<file path="src/rtl/rsp_pkg.sv">
package rsp_pkg;
  // control state of one waiting slot
  typedef struct packed {
    logic busy;   // slot holds an operation
    logic sent;   // operation has left for the execution unit
  } slot_ctl_t;
endpackage

</file>
<file path="src/rtl/rsp_first.sv">
// lowest-index selector over a request vector
module rsp_first #(
  parameter int N  = 4,
  localparam int IW = (N > 1) ? $clog2(N) : 1
) (
  input  logic [N-1:0]  req,
  output logic [N-1:0]  gnt,
  output logic          any,
  output logic [IW-1:0] idx
);
  always_comb begin
    gnt = '0;
    idx = '0;
    any = 1'b0;
    for (int i = 0; i < N; i++) begin
      if (req[i] && !any) begin
        gnt[i] = 1'b1;
        idx    = IW'(i);
        any    = 1'b1;
      end
    end
  end
endmodule

</file>
<file path="src/rtl/rsp_slot.sv">
module rsp_slot
  import rsp_pkg::*;
#(
  parameter int DATA_W = 64,
  parameter int OP_W   = 4,
  parameter int TAG_W  = 4,
  parameter logic [TAG_W-1:0] MY_TAG = 1
) (
  input  logic              clk,
  input  logic              rst_n,
  input  logic              alloc_i,
  input  logic              take_i,
  input  logic [OP_W-1:0]   op_i,
  input  logic [TAG_W-1:0]  qa_i,
  input  logic [DATA_W-1:0] va_i,
  input  logic [TAG_W-1:0]  qb_i,
  input  logic [DATA_W-1:0] vb_i,
  input  logic              bc_valid_i,
  input  logic [TAG_W-1:0]  bc_tag_i,
  input  logic [DATA_W-1:0] bc_data_i,
  output logic              busy_o,
  output logic              elig_o,
  output logic [OP_W-1:0]   op_o,
  output logic [DATA_W-1:0] va_o,
  output logic [DATA_W-1:0] vb_o
);
  slot_ctl_t         ctl_q, ctl_d;
  logic [TAG_W-1:0]  qa_q, qa_d, qb_q, qb_d;
  logic [DATA_W-1:0] va_q, va_d, vb_q, vb_d;
  logic [OP_W-1:0]   op_q, op_d;
  logic              hit_a, hit_b, own_hit, upd_en;

  assign hit_a   = bc_valid_i && (qa_q != '0) && (bc_tag_i == qa_q);
  assign hit_b   = bc_valid_i && (qb_q != '0) && (bc_tag_i == qb_q);
  assign own_hit = bc_valid_i && (bc_tag_i == MY_TAG);
  assign upd_en  = alloc_i | ctl_q.busy;

  always_comb begin
    ctl_d = ctl_q;
    qa_d  = qa_q;
    qb_d  = qb_q;
    va_d  = va_q;
    vb_d  = vb_q;
    op_d  = op_q;
    if (alloc_i) begin
      ctl_d.busy = 1'b1;
      ctl_d.sent = 1'b0;
      op_d = op_i;
      qa_d = qa_i;
      va_d = va_i;
      qb_d = qb_i;
      vb_d = vb_i;
    end else if (ctl_q.busy) begin
      if (hit_a) begin
        qa_d = '0;
        va_d = bc_data_i;
      end
      if (hit_b) begin
        qb_d = '0;
        vb_d = bc_data_i;
      end
      if (take_i) ctl_d.sent = 1'b1;
      if (ctl_q.sent && own_hit) ctl_d = '0;
    end
  end

  always_ff @(posedge clk or negedge rst_n) begin
    if (!rst_n) begin
      ctl_q <= '0;
      qa_q  <= '0;
      qb_q  <= '0;
    end else if (upd_en) begin
      ctl_q <= ctl_d;
      qa_q  <= qa_d;
      qb_q  <= qb_d;
    end
  end

  always_ff @(posedge clk) begin
    if (upd_en) begin
      op_q <= op_d;
      va_q <= va_d;
      vb_q <= vb_d;
    end
  end

  assign busy_o = ctl_q.busy;
  assign elig_o = ctl_q.busy && !ctl_q.sent && (qa_q == '0) && (qb_q == '0);
  assign op_o   = op_q;
  assign va_o   = va_q;
  assign vb_o   = vb_q;


  issue_into_free_chk: assert property (@(posedge clk) disable iff (!rst_n)
    alloc_i |-> !ctl_q.busy);

  capture_a_chk: assert property (@(posedge clk) disable iff (!rst_n)
    (ctl_q.busy && !alloc_i && hit_a) |=> (qa_q == '0) && (va_q == $past(bc_data_i)));

  capture_b_chk: assert property (@(posedge clk) disable iff (!rst_n)
    (ctl_q.busy && !alloc_i && hit_b) |=> (qb_q == '0) && (vb_q == $past(bc_data_i)));

  no_redispatch_chk: assert property (@(posedge clk) disable iff (!rst_n)
    take_i |=> !elig_o);

  free_on_result_chk: assert property (@(posedge clk) disable iff (!rst_n)
    (ctl_q.busy && ctl_q.sent && own_hit) |=> !busy_o);
endmodule

</file>
<file path="src/rtl/rsv_pool.sv">
module rsv_pool #(
  parameter int NUM_ST   = 4,
  parameter int DATA_W   = 64,
  parameter int OP_W     = 4,
  parameter int TAG_W    = 4,
  parameter int TAG_BASE = 1
) (
  input  logic              clk,
  input  logic              rst_n,
  input  logic              iss_valid,
  input  logic [OP_W-1:0]   iss_op,
  input  logic [TAG_W-1:0]  iss_a_tag,
  input  logic [DATA_W-1:0] iss_a_val,
  input  logic [TAG_W-1:0]  iss_b_tag,
  input  logic [DATA_W-1:0] iss_b_val,
  output logic              iss_ready,
  output logic [TAG_W-1:0]  iss_tag,
  input  logic              bc_valid,
  input  logic [TAG_W-1:0]  bc_tag,
  input  logic [DATA_W-1:0] bc_data,
  input  logic              fu_ready,
  output logic              disp_valid,
  output logic [OP_W-1:0]   disp_op,
  output logic [DATA_W-1:0] disp_a,
  output logic [DATA_W-1:0] disp_b,
  output logic [TAG_W-1:0]  disp_tag
);
  localparam int IDX_W = (NUM_ST > 1) ? $clog2(NUM_ST) : 1;

  logic [NUM_ST-1:0] busy_v, elig_v, free_gnt, disp_gnt, alloc_v, take_v;
  logic [IDX_W-1:0]  free_idx, disp_idx;
  logic [OP_W-1:0]   op_arr [NUM_ST];
  logic [DATA_W-1:0] va_arr [NUM_ST];
  logic [DATA_W-1:0] vb_arr [NUM_ST];

  // same-cycle bus capture at issue
  logic              a_hit, b_hit;
  logic [TAG_W-1:0]  a_tag_fix, b_tag_fix;
  logic [DATA_W-1:0] a_val_fix, b_val_fix;

  assign a_hit     = bc_valid && (iss_a_tag != '0) && (bc_tag == iss_a_tag);
  assign b_hit     = bc_valid && (iss_b_tag != '0) && (bc_tag == iss_b_tag);
  assign a_tag_fix = a_hit ? '0 : iss_a_tag;
  assign b_tag_fix = b_hit ? '0 : iss_b_tag;
  assign a_val_fix = a_hit ? bc_data : iss_a_val;
  assign b_val_fix = b_hit ? bc_data : iss_b_val;

  rsp_first #(.N(NUM_ST)) u_free (
    .req (~busy_v),
    .gnt (free_gnt),
    .any (iss_ready),
    .idx (free_idx)
  );

  rsp_first #(.N(NUM_ST)) u_pick (
    .req (elig_v),
    .gnt (disp_gnt),
    .any (disp_valid),
    .idx (disp_idx)
  );

  assign alloc_v = free_gnt & {NUM_ST{iss_valid}};
  assign take_v  = disp_gnt & {NUM_ST{fu_ready}};

  for (genvar g = 0; g < NUM_ST; g++) begin : g_slot
    rsp_slot #(
      .DATA_W (DATA_W),
      .OP_W   (OP_W),
      .TAG_W  (TAG_W),
      .MY_TAG (TAG_W'(TAG_BASE + g))
    ) u_slot (
      .clk        (clk),
      .rst_n      (rst_n),
      .alloc_i    (alloc_v[g]),
      .take_i     (take_v[g]),
      .op_i       (iss_op),
      .qa_i       (a_tag_fix),
      .va_i       (a_val_fix),
      .qb_i       (b_tag_fix),
      .vb_i       (b_val_fix),
      .bc_valid_i (bc_valid),
      .bc_tag_i   (bc_tag),
      .bc_data_i  (bc_data),
      .busy_o     (busy_v[g]),
      .elig_o     (elig_v[g]),
      .op_o       (op_arr[g]),
      .va_o       (va_arr[g]),
      .vb_o       (vb_arr[g])
    );
  end

  assign iss_tag  = TAG_W'(TAG_BASE) + TAG_W'(free_idx);
  assign disp_tag = TAG_W'(TAG_BASE) + TAG_W'(disp_idx);
  assign disp_op  = op_arr[disp_idx];
  assign disp_a   = va_arr[disp_idx];
  assign disp_b   = vb_arr[disp_idx];


  hold_offer_chk: assert property (@(posedge clk) disable iff (!rst_n)
    (disp_valid && !fu_ready) |=> disp_valid);

  single_take_chk: assert property (@(posedge clk) disable iff (!rst_n)
    $onehot0(take_v));
endmodule

</file>
<file path="config.mk">
export PLATFORM = sky130hd
export DESIGN_NAME = rsv_pool
export DESIGN_NICKNAME = d
export VERILOG_FILES = /design/src/rtl/rsp_pkg.sv /design/src/rtl/rsp_first.sv /design/src/rtl/rsp_slot.sv /design/src/rtl/rsv_pool.sv
export SDC_FILE = /design/constraint.sdc
export NUM_CORES = 1
export LEC_CHECK = 0
export ABC_CLOCK_PERIOD_IN_PS = 3150
export BUFFER_PORTS_ARGS = -buffer_cell sky130_fd_sc_hd__clkbuf_2
export CORE_MARGIN = 5
export CORE_UTILIZATION = 53
export DETAILED_ROUTE_END_ITERATION = 7
export PLACE_DENSITY_LB_ADDON = 0.05
export SETUP_SLACK_MARGIN = 0.5
export SLEW_MARGIN = 15
export SYNTH_ARGS = -nofsm -noshare
export SYNTH_HDL_FRONTEND = slang
export SYNTH_SLANG_ARGS = --single-unit
</file>
<file path="constraint.sdc">
create_clock -name clk -period 3.15 [get_ports clk]
set_input_delay 0.315 -clock clk [delete_from_list [all_inputs] [get_ports clk]]
set_output_delay 0.315 -clock clk [all_outputs]
set_load 0.005 [all_outputs]
</file>
### Word-level counts from Yosys, hierarchy flattened

Cells that the tools add are included.

| cells by class | value |
|---|---|
| eq/ne operators | 14 |
| bitwise gates (word level) | 8 |
| divide/modulo/power cells | 0 |
| reduce and logical (&&, ||, !) cells | 106 |
| multiply operators | 0 |
| shifts and indexed selects | 0 |
| magnitude comparators | 1 |
| muxes and demuxes | 97 |
| add/subtract/negate cells | 2 |

Operators by type and width:

| cell | number |
|---|---|
| $mux 64 | 30 |
| $bmux 64 s2 | 2 |
| $mux 4 | 28 |
| $logic_and 1x1->1 | 46 |
| $eq 4x4->1 | 10 |
| $reduce_bool 4->1 | 10 |
| $reduce_and 3->1 | 12 |
| $logic_not 4->1 | 8 |
| $mux 2 | 16 |
| $reduce_bool 2->1 | 12 |
| $mux 1 | 20 |
| $reduce_bool 3->1 | 4 |
| $logic_not 1->1 | 10 |
| $and 4x4->4 | 2 |
| $bmux 4 s2 | 1 |
| $eq 4x2->1 const B | 2 |
| $reduce_and 2->1 | 4 |
| $add 1x2->3 const A | 2 |
| $eq 4x1->1 const B | 1 |
| $eq 4x3->1 const B | 1 |
| $not 4->4 | 1 |
| $or 1x1->1 | 4 |
| $ge 3x3->1 const B | 1 |
| $not 2->3 | 1 |

| word-level totals | value |
|---|---|
| bits in writable memories | 0 |
| input port bits | 213 |
| register bits | 568 |
| latch bits | 0 |
| word-level logic and storage cells | 256 |
| memory bits (read-only) | 0 |
| output and inout bits | 142 |
| memories | 0 |

### Longest topological paths before layout

Gate-level depths: netlist of run 1.

| logic depth | value |
|---|---|
| depth in word-level cells | 19 |
| depth in mapped cells | 10 |
| gate-level depth less buffers | 5 |

### Modules after synthesis

A second synthesis of run 1 with hierarchy kept.

| unflattened totals | value |
|---|---|
| cell total of the unflattened synthesis | 2522 |
| area, all modules | 29432.0 µm² |

By module, submodules not included:

| module | cells an instance | times used | seq. area each (µm²) | area each (µm²) |
|---|---|---|---|---|
| rsp_slot (g_slot[0].u_slot ...) | 537 | 2 | 4214.0 | 6084.6 |
| rsp_slot (g_slot[3].u_slot) | 538 | 1 | 4214.0 | 6097.1 |
| rsp_slot (g_slot[2].u_slot) | 538 | 1 | 4214.0 | 6083.3 |
| rsv_pool | 350 | 1 | 0.0 | 4959.8 |
| rsp_first | 11 | 2 | 0.0 | 61.3 |

### Worst setup path after synthesis of run 1

Ideal clock, no wire load.

| path | value |
|---|---|
| kind | input to register |
| from | input bc_tag[1] |
| to | register g_slot[1].u_slot.va_q[0] (enable) |
| slack | -0.051 ns |
| data required time | 2.732 ns |
| path buffers | 2 |
| data arrival time | 2.783 ns |
| stages on the path | 6 |
| setup time | 0.418 ns |
| path through | clkbuf_1 -> buf_1 -> xnor2_1 -> nand4_1 -> o31a_1 -> inv_1 |

| on the way | value |
|---|---|
| cells in the longest elaborated chain, start to end | 4 |

Ends and longest elaborated chain:

| what | line | RTL |
|---|---|---|
| start: declaration | rsv_pool.sv:19 | `input logic [TAG_W-1:0] bc_tag,` |
| $eq 4x4->1 | rsp_slot.sv:33 | `assign hit_a = bc_valid_i && (qa_q != '0) && (bc_tag_i == qa_q);` |
| $logic_and 1x1->1 | rsp_slot.sv:33 |  |
| $reduce_bool 2->1 (no line) | -- |  |
| $reduce_and 3->1 (no line) | -- |  |
| end signal: assignment | rsp_slot.sv:82 | `va_q <= va_d;` |
| end: declaration | rsp_slot.sv:29 | `logic [DATA_W-1:0] va_q, va_d, vb_q, vb_d;` |

Every way passes these cells.
A chain may end at the register's enable or synchronous reset.

### Worst setup path in the final report of run 1

| path | value |
|---|---|
| from | register g_slot[1].u_slot.qa_q[0] |
| to | output disp_a[33] |

| on the way | value |
|---|---|
| cells in the longest elaborated chain, start to end | 15 |
| elaborated cells on any way between the ends | 17 |
| those cells by class | mux (8); bitwise (1); reduce/logical (8) |

Ends and longest elaborated chain:

| what | line | RTL |
|---|---|---|
| start: declaration | rsp_slot.sv:28 | `logic [TAG_W-1:0] qa_q, qa_d, qb_q, qb_d;` |
| start signal: assignment | rsp_slot.sv:74 | `qa_q <= qa_d;` |
| $logic_not 4->1 * | rsp_slot.sv:88 | `assign elig_o = ctl_q.busy && !ctl_q.sent && (qa_q == '0) && (qb_q == '0);` |
| $logic_and 1x1->1 * (2 in a row) | rsp_slot.sv:88 |  |
| $logic_and 1x1->1 * | rsp_first.sv:16 | `if (req[i] && !any) begin` |
| $mux 1 | rsp_first.sv:16 |  |
| $logic_not 1->1 | rsp_first.sv:16 |  |
| $logic_and 1x1->1 | rsp_first.sv:16 |  |
| $mux 1 | rsp_first.sv:16 |  |
| $logic_not 1->1 | rsp_first.sv:16 |  |
| $logic_and 1x1->1 | rsp_first.sv:16 |  |
| $mux 2 * | rsp_first.sv:16 |  |
| $not 2->3 (implied by the code) * | rsv_pool.sv:95 | `assign disp_a = va_arr[disp_idx];` |
| $bmux 64 s2 * | rsv_pool.sv:95 |  |
| $mux 64 (implied by the code) * (2 in a row) | rsv_pool.sv:95 |  |
| end: declaration | rsv_pool.sv:24 | `output logic [DATA_W-1:0] disp_a,` |

Every way passes the cells marked *; elsewhere a longest branch is shown, timed or not. The select of a mux whose other input is x is not followed.

==> reports/metrics.cfg, run 1 <==
[sta]
clock.fmax_mhz = 284
drv_slew = 0
min_period_over_period_pct = 112
hold_viol_final = 0
worst_slew_pin_slew_ps = 958
relSlewSlack_pct = 36.1
layout_min_cycle_time_ps = 3520
rsz0062_at_grt = yes
timing.final.ws_setup_ps = -368
setup-violations-final = 135
worst_clock_skew_ps = 19.9

[clock_network]
clk_pin_slew_worst_paths_ps = 60
cts_tree = built
clock_latency_ps = 640
cts-root-buf = clkbuf_16
cts_buffers = 61
cts_buffer_depth = 3
cts_sinks = 568
htreeDepth = 2

[drt]
drc = 0
ant_nets = 0
dr_total_vias = 20600
finalWirelength_um = 92400
drt_iter0_markers = 1477
vias_per_cell = 6.19
dr.pass1.iters = 5
wire_per_inst_um = 27.8

[power]
ir_drop_v = 0.000487
clock_power_share_pct = 23.9
power_frac_seq_pct = 34.8
power.switching_mw = 10.1
power.share.switching_pct = 34.2
combPwrFrac_pct = 41.2
p_leak_nw = 14.0
power_density_mw_per_mm2 = 798
internal_power_mw = 19.4
finalPower_mw = 29.5

[final_layout]
fillers = 3857
stdcell_count = 3323
stdcell_area_mm2 = 0.0369
drive_gt1_share_pct = 52.3
final_nets = 2787
area_delta_synth_final_pct = 27.9

[yosys]
yosys-top-cells-area = edfxtp_1 55%, mux2_2 20%, dfrtp_1 3.5%
ys_types = 46
syn_area_mm2 = 0.0289
ys.flop_type = edfxtp_1
synth-edff-count = 528
synth_seq_cells = 568
synth_top_area_cell = edfxtp_1
synthCells = 2119
synthArstFlopShare_pct = 7.04
syn_area_per_cell_um2 = 13.6
ys_warn_count = 0
seq_area_frac_synth_pct = 58.4
yosysTopAreaCellShare_pct = 54.9

[floorplan]
die_x_um = 243
rows = 85
start_util_pct = 53.6
fp.dieArea_mm2 = 0.0593
fp.dieH_um = 243
io_pins = 355
coreArea_mm2 = 0.0539

[worst_setup_path]
cp-start-kind = flop
end_kind = output port
crit_fanout = 40
path_class = flop to output port
crit_arrival_ps = 3200
critPathRequiredTime_ps = 2830

[global_route]
antenna_found_initial = 12
grt_max_degree = 67
grt_pass1_wl_um = 136000
grt_pass1_vias = 21100
overflow = 0
track_usage_pct = 29.8

[place]
place_ws_ps = 29.1
gp_congestion = 0.843
dpl_cell_area_mm2 = 0.0324
dp_hpwl_um = 53000
place_inst = 3128
numPortBuffers = 352

[flow_run]
maxCapViolations = 0

[status]
violations = setup timing
status = finished, violations left

[worst_hold_path]
min_path_type = primary input to flop

synth_stat cells, types with 18 or more instances:
| cell | number |
|---|---|
| edfxtp_1 | 528 |
| a211oi_2 | 69 |
| nand2_1 | 171 |
| nor2_1 | 146 |
| dfrtp_1 | 40 |
| buf_1 | 18 |
| and3_1 | 135 |
| a211oi_1 | 63 |
| xor2_1 | 26 |
| mux2_2 | 512 |
| o31ai_1 | 132 |
| clkbuf_1 | 109 |
area by class of cell:
type,instances,area [um2],share of cell area [%]
diodes,5,12.5,0.0339
well taps,696,871,2.36
clock inverters,30,244,0.661
multi-input cells,1374,12600,34.2
flip-flops and latches,568,16900,45.6
clock buffers,83,1690,4.58
inverters,16,90.1,0.244
repair buffers,551,4540,12.3
timing repair:
item,4_1_cts,5_1_grt
hold buffers,27,0
endpoints found under the setup margin,200,258
hold endpoints to repair,109,0
buffers inserted,16,12
gates cloned,15,7
pin swaps,99,60
gates resized for setup,160,118
metrics by stage:
stage | hold WS [ps] | utilization, % | setup TNS, ps
2_1_floorplan | 19.4 | - | 0
3_3_place_gp | 507 | 60.1 | 0
3_5_place_dp | 518 | 60.1 | 0
4_1_cts | 0.753 | 66.8 | -35100
5_1_grt | 14.9 | 68.5 | -45850
6_report | 35.0 | 68.5 | -34890
final timing paths:
| check | slack [ps] | startpoint | cells past startpoint | to |
|---|---|---|---|---|
| max in group asynchronous | 2120 | rst_n | 2 | g_slot[0].u_slot.busy_o |
| worst max register to register | 670 | g_slot[1].u_slot.busy_o | 7 | g_slot[2].u_slot.vb_o[24] |
| worst min register to register | 540 | g_slot[3].u_slot.qa_q[0] | 1 | g_slot[3].u_slot.qa_q[0] |
| min in group asynchronous | 390 | rst_n | 2 | g_slot[3].u_slot.busy_o |
| worst max-delay path | -370 | g_slot[1].u_slot.qa_q[0] | 7 | disp_a[33] |
| worst min-delay path | 40 | iss_b_val[42] | 2 | g_slot[0].u_slot.vb_o[42] |
registers in the layout (all words and copies together), names as in the netlist:
signal                flops
g_slot.u_slot.ctl_q       4
g_slot.u_slot.op_o       16
g_slot.u_slot.busy_o      4
g_slot.u_slot.va_o      256
g_slot.u_slot.vb_o      256
g_slot.u_slot.qa_q       16
g_slot.u_slot.qb_q       16
routing by layer:
metal	wire [um]	GRT usage, %	vias to the layer above	share of wire, %
li1	-	-	9045	-
met1	37700	40.5	10500	41
met2	45100	49.4	841	49
met3	7310	6.07	161	7.9
met4	2200	8.16	14	2.4
met5	90	0	-	0.097
placed cells by master, fill, tap and decap left out, types with 5 or more instances in the layout:
cell           count
edfxtp_1         528
mux2_2           512
clkbuf_2         341
nand2_1          162
nor2_1           140
and3_1           132
buf_4             81
clkbuf_16         69
a211oi_2          66
o31ai_2           65
a211oi_4          62
o31ai_1           57
buf_12            43
dfrtp_1           39
dlygate4sd3_1     27
xor2_1            26
buf_16            21
buf_6             20
a22o_1            16
clkbuf_1          16
clkinv_1          13
o31ai_4           10
clkinv_2          10
clkinvlp_4         9
buf_2              9
nand4_1            8
inv_1              8
nor3_1             8
o21ai_0            8
o2bb2ai_1          8
xnor2_1            7
nor4_1             7
a21oi_2            7
a21o_1             6
diode_2            5
nand2_2            5
nor2_2             5
power groups by stage:
stage	sequential, mW	clock [mW]	combinational, mW
2_1_floorplan	10.3	0	5.25
3_3_place_gp	10.3	0	9.76
3_5_place_dp	10.3	0	9.84
4_1_cts	10.2	7.16	11.3
5_1_grt	10.4	7.48	12.8
6_report	10.3	7.05	12.2
worst max-delay path: stages (launching register included):
cell      delay [ps]
dfrtp_1          390
or4_4            580
or3_4            400
nor4b_4          180
buf_12           210
buf_4            200
o31ai_1          400
clkbuf_2         210
logic make-up after synthesis:
kind of cell | Yosys count | synth area share, %
other cells | 1 | 0.0130
compound gates | 317 | 9.41
simple gates | 508 | 8.32
mux | 512 | 20.0
buf+inv | 178 | 2.85
xor+xnor | 33 | 1.00
flops | 568 | 58.4
fa+ha+maj | 2 | 0.0866
No activity file was read; power rests on OpenSTA's default activity.
==> run 2, diff against run 1 <==
- CORE_ASPECT_RATIO: default -> 0.8
==> run 2 against run 1 <==
- the run still ends with setup timing left
- sequential cell count unchanged
- combinational power up 11%
- die area about the same
- clock-buffer cell count is 6 lower
- register-to-register slack worse by 50 ps
- clock skew decreased by 2.0 ps
- cell count up 0.21%
- utilization rose by 1.6 points
- via count increased by 2.1%
==> reports/metrics.cfg, run 2 (synthesis results as in run 1) <==
[status]
status = finished, violations left
violations = setup timing

[worst_setup_path]
timing.rr.start = g_slot[2].u_slot.qa_q[1]
critPathRequiredTime_ps = 2830  ; about the same
critPathSlowestCell = or4_4
end_kind = output port
crit_arrival_ps = 3170  ; -30 ps
rr_endpoint = g_slot[2].u_slot.va_o[30]
crit_end = disp_b[29]
regToRegSetupSlack_ps = 620  ; -50 ps
path_cells = or4_4 -> or3_4 -> nand2b_4 -> buf_6 -> buf_16 -> a211oi_2 -> o31ai_2 -> clkbuf_2
critPathTopFamily = simple AND/OR/NAND/NOR gates
path_class = flop to output port
path_buf_inv = 3  ; unchanged
path_depth = 8  ; +1
crit_fanout = 7  ; -83%
cpPeakStageDelay_ps = 540  ; -40 ps
cp-start-kind = flop
worstSetupStartpoint = g_slot[1].u_slot.qa_q[3]
r2r_cells = 7  ; unchanged

[drt]
finalWirelength_um = 97400  ; +5.4%
dr.pass1.iters = 6  ; +1
drt_iter0_markers = 1865  ; +26%
wire_per_inst_um = 29.2  ; +5.2%
drc = 0  ; unchanged
ant_nets = 0  ; unchanged
vias_per_cell = 6.30  ; +1.8%
dr_total_vias = 21000  ; +2.1%

[power]
p_leak_nw = 14.2  ; +1.3%
ir_drop_v = 0.000606  ; +25%
power_density_mw_per_mm2 = 810  ; +1.5%

[final_layout]
final_nets = 2787  ; unchanged
final_util_pct = 70.1  ; +1.6 points
regArea_mm2 = 0.0169  ; about the same
multi_input_area_mm2 = 0.0131  ; +4.1%
fillers = 3730  ; -3.3%
drive_gt1_share_pct = 54.8  ; +2.5 points
area_delta_synth_final_pct = 30.9
layout_commonest_cell = edfxtp_1
layout_common_cells = 528 x edfxtp_1, 512 x mux2_2, 337 x clkbuf_2

[clock_network]
clk_pin_slew_worst_paths_ps = 70  ; about the same
cts_tree = built
cts-root-buf = clkbuf_16
htreeDepth = 2  ; unchanged
cts_buffer_depth = 3  ; unchanged
cts_sinks = 568  ; unchanged
clock_latency_ps = 630  ; about the same
cts_buffers = 59  ; -3.3%

[sta]
rsz0062_at_grt = yes
timing.final.ws_setup_ps = -334  ; +33.8 ps
min_period_over_period_pct = 111  ; -1.1 points
worst_slew_pin_slew_ps = 926  ; -32.6 ps
worst_clock_skew_ps = 18.0  ; -1.99 ps
hold_viol_final = 0  ; unchanged
layout_min_cycle_time_ps = 3480  ; -33.8 ps
drv_slew = 0  ; unchanged
setup-violations-final = 134  ; -0.74%
clock.fmax_mhz = 287  ; +0.97%
relSlewSlack_pct = 38.3  ; +2.2 points
setup_tns_ps = -30590  ; +4300 ps

[floorplan]
fp.dieArea_mm2 = 0.0593  ; about the same
coreArea_mm2 = 0.0539  ; about the same
rows = 76  ; -11%
start_util_pct = 53.6  ; about the same
fp.dieH_um = 219  ; -10%
die_x_um = 271  ; +11%
io_pins = 355  ; unchanged

[place]
dp_hpwl_um = 53000  ; about the same
gp_congestion = 0.831  ; -1.4%
numPortBuffers = 352  ; unchanged

[global_route]
track_usage_pct = 31.3  ; +1.5 points
antenna_found_initial = 12  ; unchanged
overflow = 0  ; unchanged
grt_pass1_wl_um = 140000  ; +3.1%
grt_pass1_vias = 21100  ; +0.076%
grt_max_degree = 74  ; +10%

[flow_run]
maxCapViolations = 0  ; unchanged

[worst_hold_path]
min_path_type = primary input to flop

[run 2: cell count changes in the layout (fill, tap and decap cells not counted), sizes merged]
cell | previous run | this run
bufinv | 4 | 5
bufbuf | 3 | 5
dlygate4sd3 | 27 | 7
diode | 5 | 9
clkinvlp | 9 | 8
clkinv | 24 | 25
and3 | 135 | 137
buf | 174 | 187
nand2b | 4 | 5
clkbuf | 430 | 428
[run 2: worst min path at each step]
stage,start,end,slack [ps],cells past startpoint
after floorplan,rst_n,g_slot[0].u_slot.busy_o,20,0
after global placement,g_slot[0].u_slot.qa_q[3],g_slot[0].u_slot.qa_q[3],510,2
after detailed placement,g_slot[0].u_slot.qa_q[3],g_slot[0].u_slot.qa_q[3],520,2
after CTS,iss_b_val[43],g_slot[1].u_slot.vb_o[43],5,2
after global routing,iss_a_val[50],g_slot[0].u_slot.va_o[50],30,2
final,iss_a_val[53],g_slot[2].u_slot.va_o[53],40,2
[run 2: what timing repair did]
action	CTS	global route
gates cloned	30	15
setup buffers	24	13
resized for setup	236	158
hold endpoints to repair	58	0
hold buffers	7	0
setup endpoints to repair	142	188
pin swaps	66	77
[run 2: final cells by class]
type                            instances  area share [%]
Timing Repair Buffer                  550            13.2
Multi-Input combinational cell       1377            34.8
Inverter                               16           0.238
Clock inverter                         31           0.738
Tap cell                              702            2.32
Sequential cell                       568            44.6
Antenna cell                            9          0.0596
Clock buffer                           77            4.14
[run 2: per-layer routing]
layer / GRT usage [%] / routed length [um] / vias to the layer above
met1: 43.9 / 40600 / 10800
li1: - / - / 9085
met5: 0 / 62 / -
met2: 51.0 / 46800 / 933
met3: 5.35 / 7460 / 172
met4: 9.20 / 2550 / 10
[run 2: report_power, final]
part	switching (mW)	leakage, nW	internal (mW)
Sequential	0.480	5.29	9.78
Clock	2.99	0.906	3.89
Combinational	7.20	7.99	6.28
Total	10.7	14.2	20.0
[run 2: through the flow]
step           hold WS (ps)  power, mW  std cells  worst slack, ps  cell area (um2)
2_1_floorplan          19.4       15.5       2120              491            29000
3_3_place_gp            515       20.1       3124            -48.7            32400
3_5_place_dp            521       20.3       3124            -22.2            32400
4_1_cts                4.85       29.3       3293             -309            36400
5_1_grt                28.0       31.7       3324             -386            37800
6_report               37.4       30.6       3330             -334            37800
==> run 3, diff against run 2 <==
- PLACE_DENSITY: default -> 0.76
- PLACE_DENSITY_LB_ADDON: 0.05 -> default
==> run 3 against run 2 <==
- the flow still finishes with violations (setup timing)
- clock-buffer cell count is 4 lower
- maximum frequency fell by 1.2%
- hold slack better by 7.7 ps
- via count increased by 1.9%
- die area stayed put
- combinational power is 8% lower
- non-clock buffer count is 22 lower
- power decreased by 4.4%
- largest cell class unchanged
==> reports/metrics.cfg, run 3 (synthesis results as in run 1) <==
[status]
status = finished, violations left
violations = setup timing

[worst_setup_path]
critPathRequiredTime_ps = 2830  ; about the same
cp-start-kind = flop
crit_fanout = 7  ; unchanged
r2r_cells = 6  ; -1
timing.rr.start = g_slot[0].u_slot.busy_o
critPathTopFamily = simple AND/OR/NAND/NOR gates
rr_endpoint = g_slot[2].u_slot.va_o[19]
worstSetupStartpoint = g_slot[1].u_slot.qa_q[0]
regToRegSetupSlack_ps = 600  ; -20 ps
crit_end = disp_a[62]
path_class = flop to output port
path_cells = or4_4 -> or3_4 -> nand2b_4 -> buf_12 -> buf_16 -> a211oi_2 -> o31ai_2 -> buf_4 -> clkbuf_2
path_depth = 9  ; +1
critPathSlowestCell = or4_4
crit_arrival_ps = 3210  ; +40 ps
cpPeakStageDelay_ps = 550  ; about the same
path_buf_inv = 4  ; +1
end_kind = output port

[floorplan]
rows = 76  ; unchanged
die_x_um = 271  ; unchanged
fp.dieH_um = 219  ; unchanged
coreArea_mm2 = 0.0539  ; unchanged
io_pins = 355  ; unchanged
start_util_pct = 53.6  ; unchanged
fp.dieArea_mm2 = 0.0593  ; unchanged

[final_layout]
multi_input_area_mm2 = 0.0128  ; -2.6%
final_nets = 2760  ; -0.97%
stdcell_area_mm2 = 0.0369  ; -2.5%
regArea_mm2 = 0.0169  ; about the same
fillers = 3546  ; -4.9%
layout_common_cells = 528 x edfxtp_1, 512 x mux2_2, 295 x clkbuf_2
drive_gt1_share_pct = 54.2  ; -0.54 points
area_delta_synth_final_pct = 27.7
layout_commonest_cell = edfxtp_1
final_util_pct = 68.4  ; -1.7 points

[power]
clock_power_share_pct = 22.5  ; about the same
combPwrFrac_pct = 42.4  ; -1.6 points
power.switching_mw = 10.3  ; -3.8%
p_leak_nw = 13.8  ; -2.8%
power_density_mw_per_mm2 = 794  ; -1.9%
power_frac_seq_pct = 35.1  ; +1.6 points
ir_drop_v = 0.000486  ; -20%
internal_power_mw = 19.0  ; -4.6%
power.share.switching_pct = 35.0  ; +0.19 points

[global_route]
grt_max_degree = 90  ; +22%
grt_pass1_vias = 21600  ; +2.4%
track_usage_pct = 30.1  ; -1.2 points
grt_pass1_wl_um = 137000  ; -2.2%
antenna_found_initial = 17  ; +5
overflow = 0  ; unchanged

[drt]
ant_nets = 0  ; unchanged
dr_total_vias = 21400  ; +1.9%
vias_per_cell = 6.49  ; +2.9%
dr.pass1.iters = 6  ; unchanged
drt_iter0_markers = 2319  ; +24%
drc = 0  ; unchanged
wire_per_inst_um = 28.9  ; -1.1%
finalWirelength_um = 95300  ; -2.1%

[sta]
hold_viol_final = 0  ; unchanged
relSlewSlack_pct = 30.3  ; -8.0 points
worst_slew_pin_slew_ps = 1050  ; +120 ps
setup_tns_ps = -35450  ; -4850 ps
setup-violations-final = 135  ; +0.75%
min_period_over_period_pct = 112  ; +1.3 points
drv_slew = 0  ; unchanged
rsz0062_at_grt = yes
clock.fmax_mhz = 284  ; -1.2%
layout_min_cycle_time_ps = 3530  ; +42.1 ps
worst_clock_skew_ps = 18.7  ; +0.758 ps
timing.final.ws_setup_ps = -376  ; -42.1 ps

[place]
numPortBuffers = 352  ; unchanged
dpl_cell_area_mm2 = 0.0321  ; -0.80%
dp_hpwl_um = 52300  ; -1.2%
gp_congestion = 0.843  ; +1.5%

[worst_hold_path]
min_path_type = primary input to flop

[flow_run]
maxCapViolations = 0  ; unchanged

[clock_network]
clock_latency_ps = 620  ; about the same
cts_sinks = 568  ; unchanged
cts-root-buf = clkbuf_16
htreeDepth = 2  ; unchanged
cts_buffers = 56  ; -5.1%
cts_tree = built
cts_buffer_depth = 3  ; unchanged
clk_pin_slew_worst_paths_ps = 70  ; about the same

run 3: cell count changes in the layout (fill, tap and decap cells not counted), moves of 6 or more:
cell and delta:
a211oi_4 -26, buf_12 -13, o31ai_4 -9, nor2_1 -6, o31ai_1 +6, a211oi_2 +22, and3_4 -8, clkbuf_2 -42
buf_2 +42, clkinvlp_4 +6
run 3: per-stage QoR:
step	power (mW)	hold WS (ps)	std cells	setup WS, ps
2_1_floorplan	15.5	19.4	2120	491
3_3_place_gp	19.5	504	3113	102
3_5_place_dp	19.8	525	3113	-23.5
4_1_cts	28.2	15.2	3262	-288
5_1_grt	30.3	34.3	3297	-431
6_report	29.3	45.2	3298	-376
run 3: worst min path at each step:
stage | slack (ps) | from | cells past startpoint | end
after floorplan | 20 | rst_n | 0 | g_slot[0].u_slot.busy_o
after global placement | 500 | rst_n | 1 | g_slot[3].u_slot.qb_q[1]
after detailed placement | 530 | rst_n | 1 | g_slot[3].u_slot.qb_q[0]
after CTS | 20 | iss_b_val[38] | 2 | g_slot[2].u_slot.vb_o[38]
after global routing | 30 | iss_a_val[50] | 2 | g_slot[3].u_slot.va_o[50]
final | 50 | iss_a_val[46] | 2 | g_slot[2].u_slot.va_o[46]
run 3: area by class of cell:
| cell class | instances | area share [%] |
|---|---|---|
| Sequential cell | 568 | 45.7 |
| Multi-Input combinational cell | 1375 | 34.7 |
| Timing Repair Buffer | 528 | 12.1 |
| Clock buffer | 73 | 4.14 |
| Tap cell | 702 | 2.38 |
| Clock inverter | 30 | 0.638 |
| Inverter | 16 | 0.265 |
| Antenna cell | 6 | 0.0407 |
run 3: what timing repair did:
item,CTS,global route
buffers inserted,19,15
resized for setup,216,171
endpoints found under the setup margin,187,464
pin swaps,85,70
hold endpoints to repair,58,0
gates cloned,20,15
hold buffers,7,0
run 3: worst register-to-register path, stage by stage (launching register included):
cell        delay [ps]
dfrtp_1            580
nand2_1            100
or3_1              470
inv_1              360
a21oi_2            140
clkinvlp_4         140
buf_6              380
run 3: power groups by stage:
stage                     clock [mW]  combinational, mW  sequential, mW
final                           6.60               12.4            10.3
after global routing            6.96               13.0            10.4
after CTS                       6.62               11.3            10.2
after detailed placement           0               9.39            10.4
after global placement             0               9.23            10.3
after floorplan                    0               5.25            10.3
run 3: routing by layer:
metal / GRT usage [%] / vias to the layer above / wire (um)
met5: 0 / - / 125
met4: 9.80 / 20 / 3220
met1: 40.9 / 10800 / 37400
li1: - / 9027 / -
met3: 6.69 / 252 / 9600
met2: 48.8 / 1257 / 45000
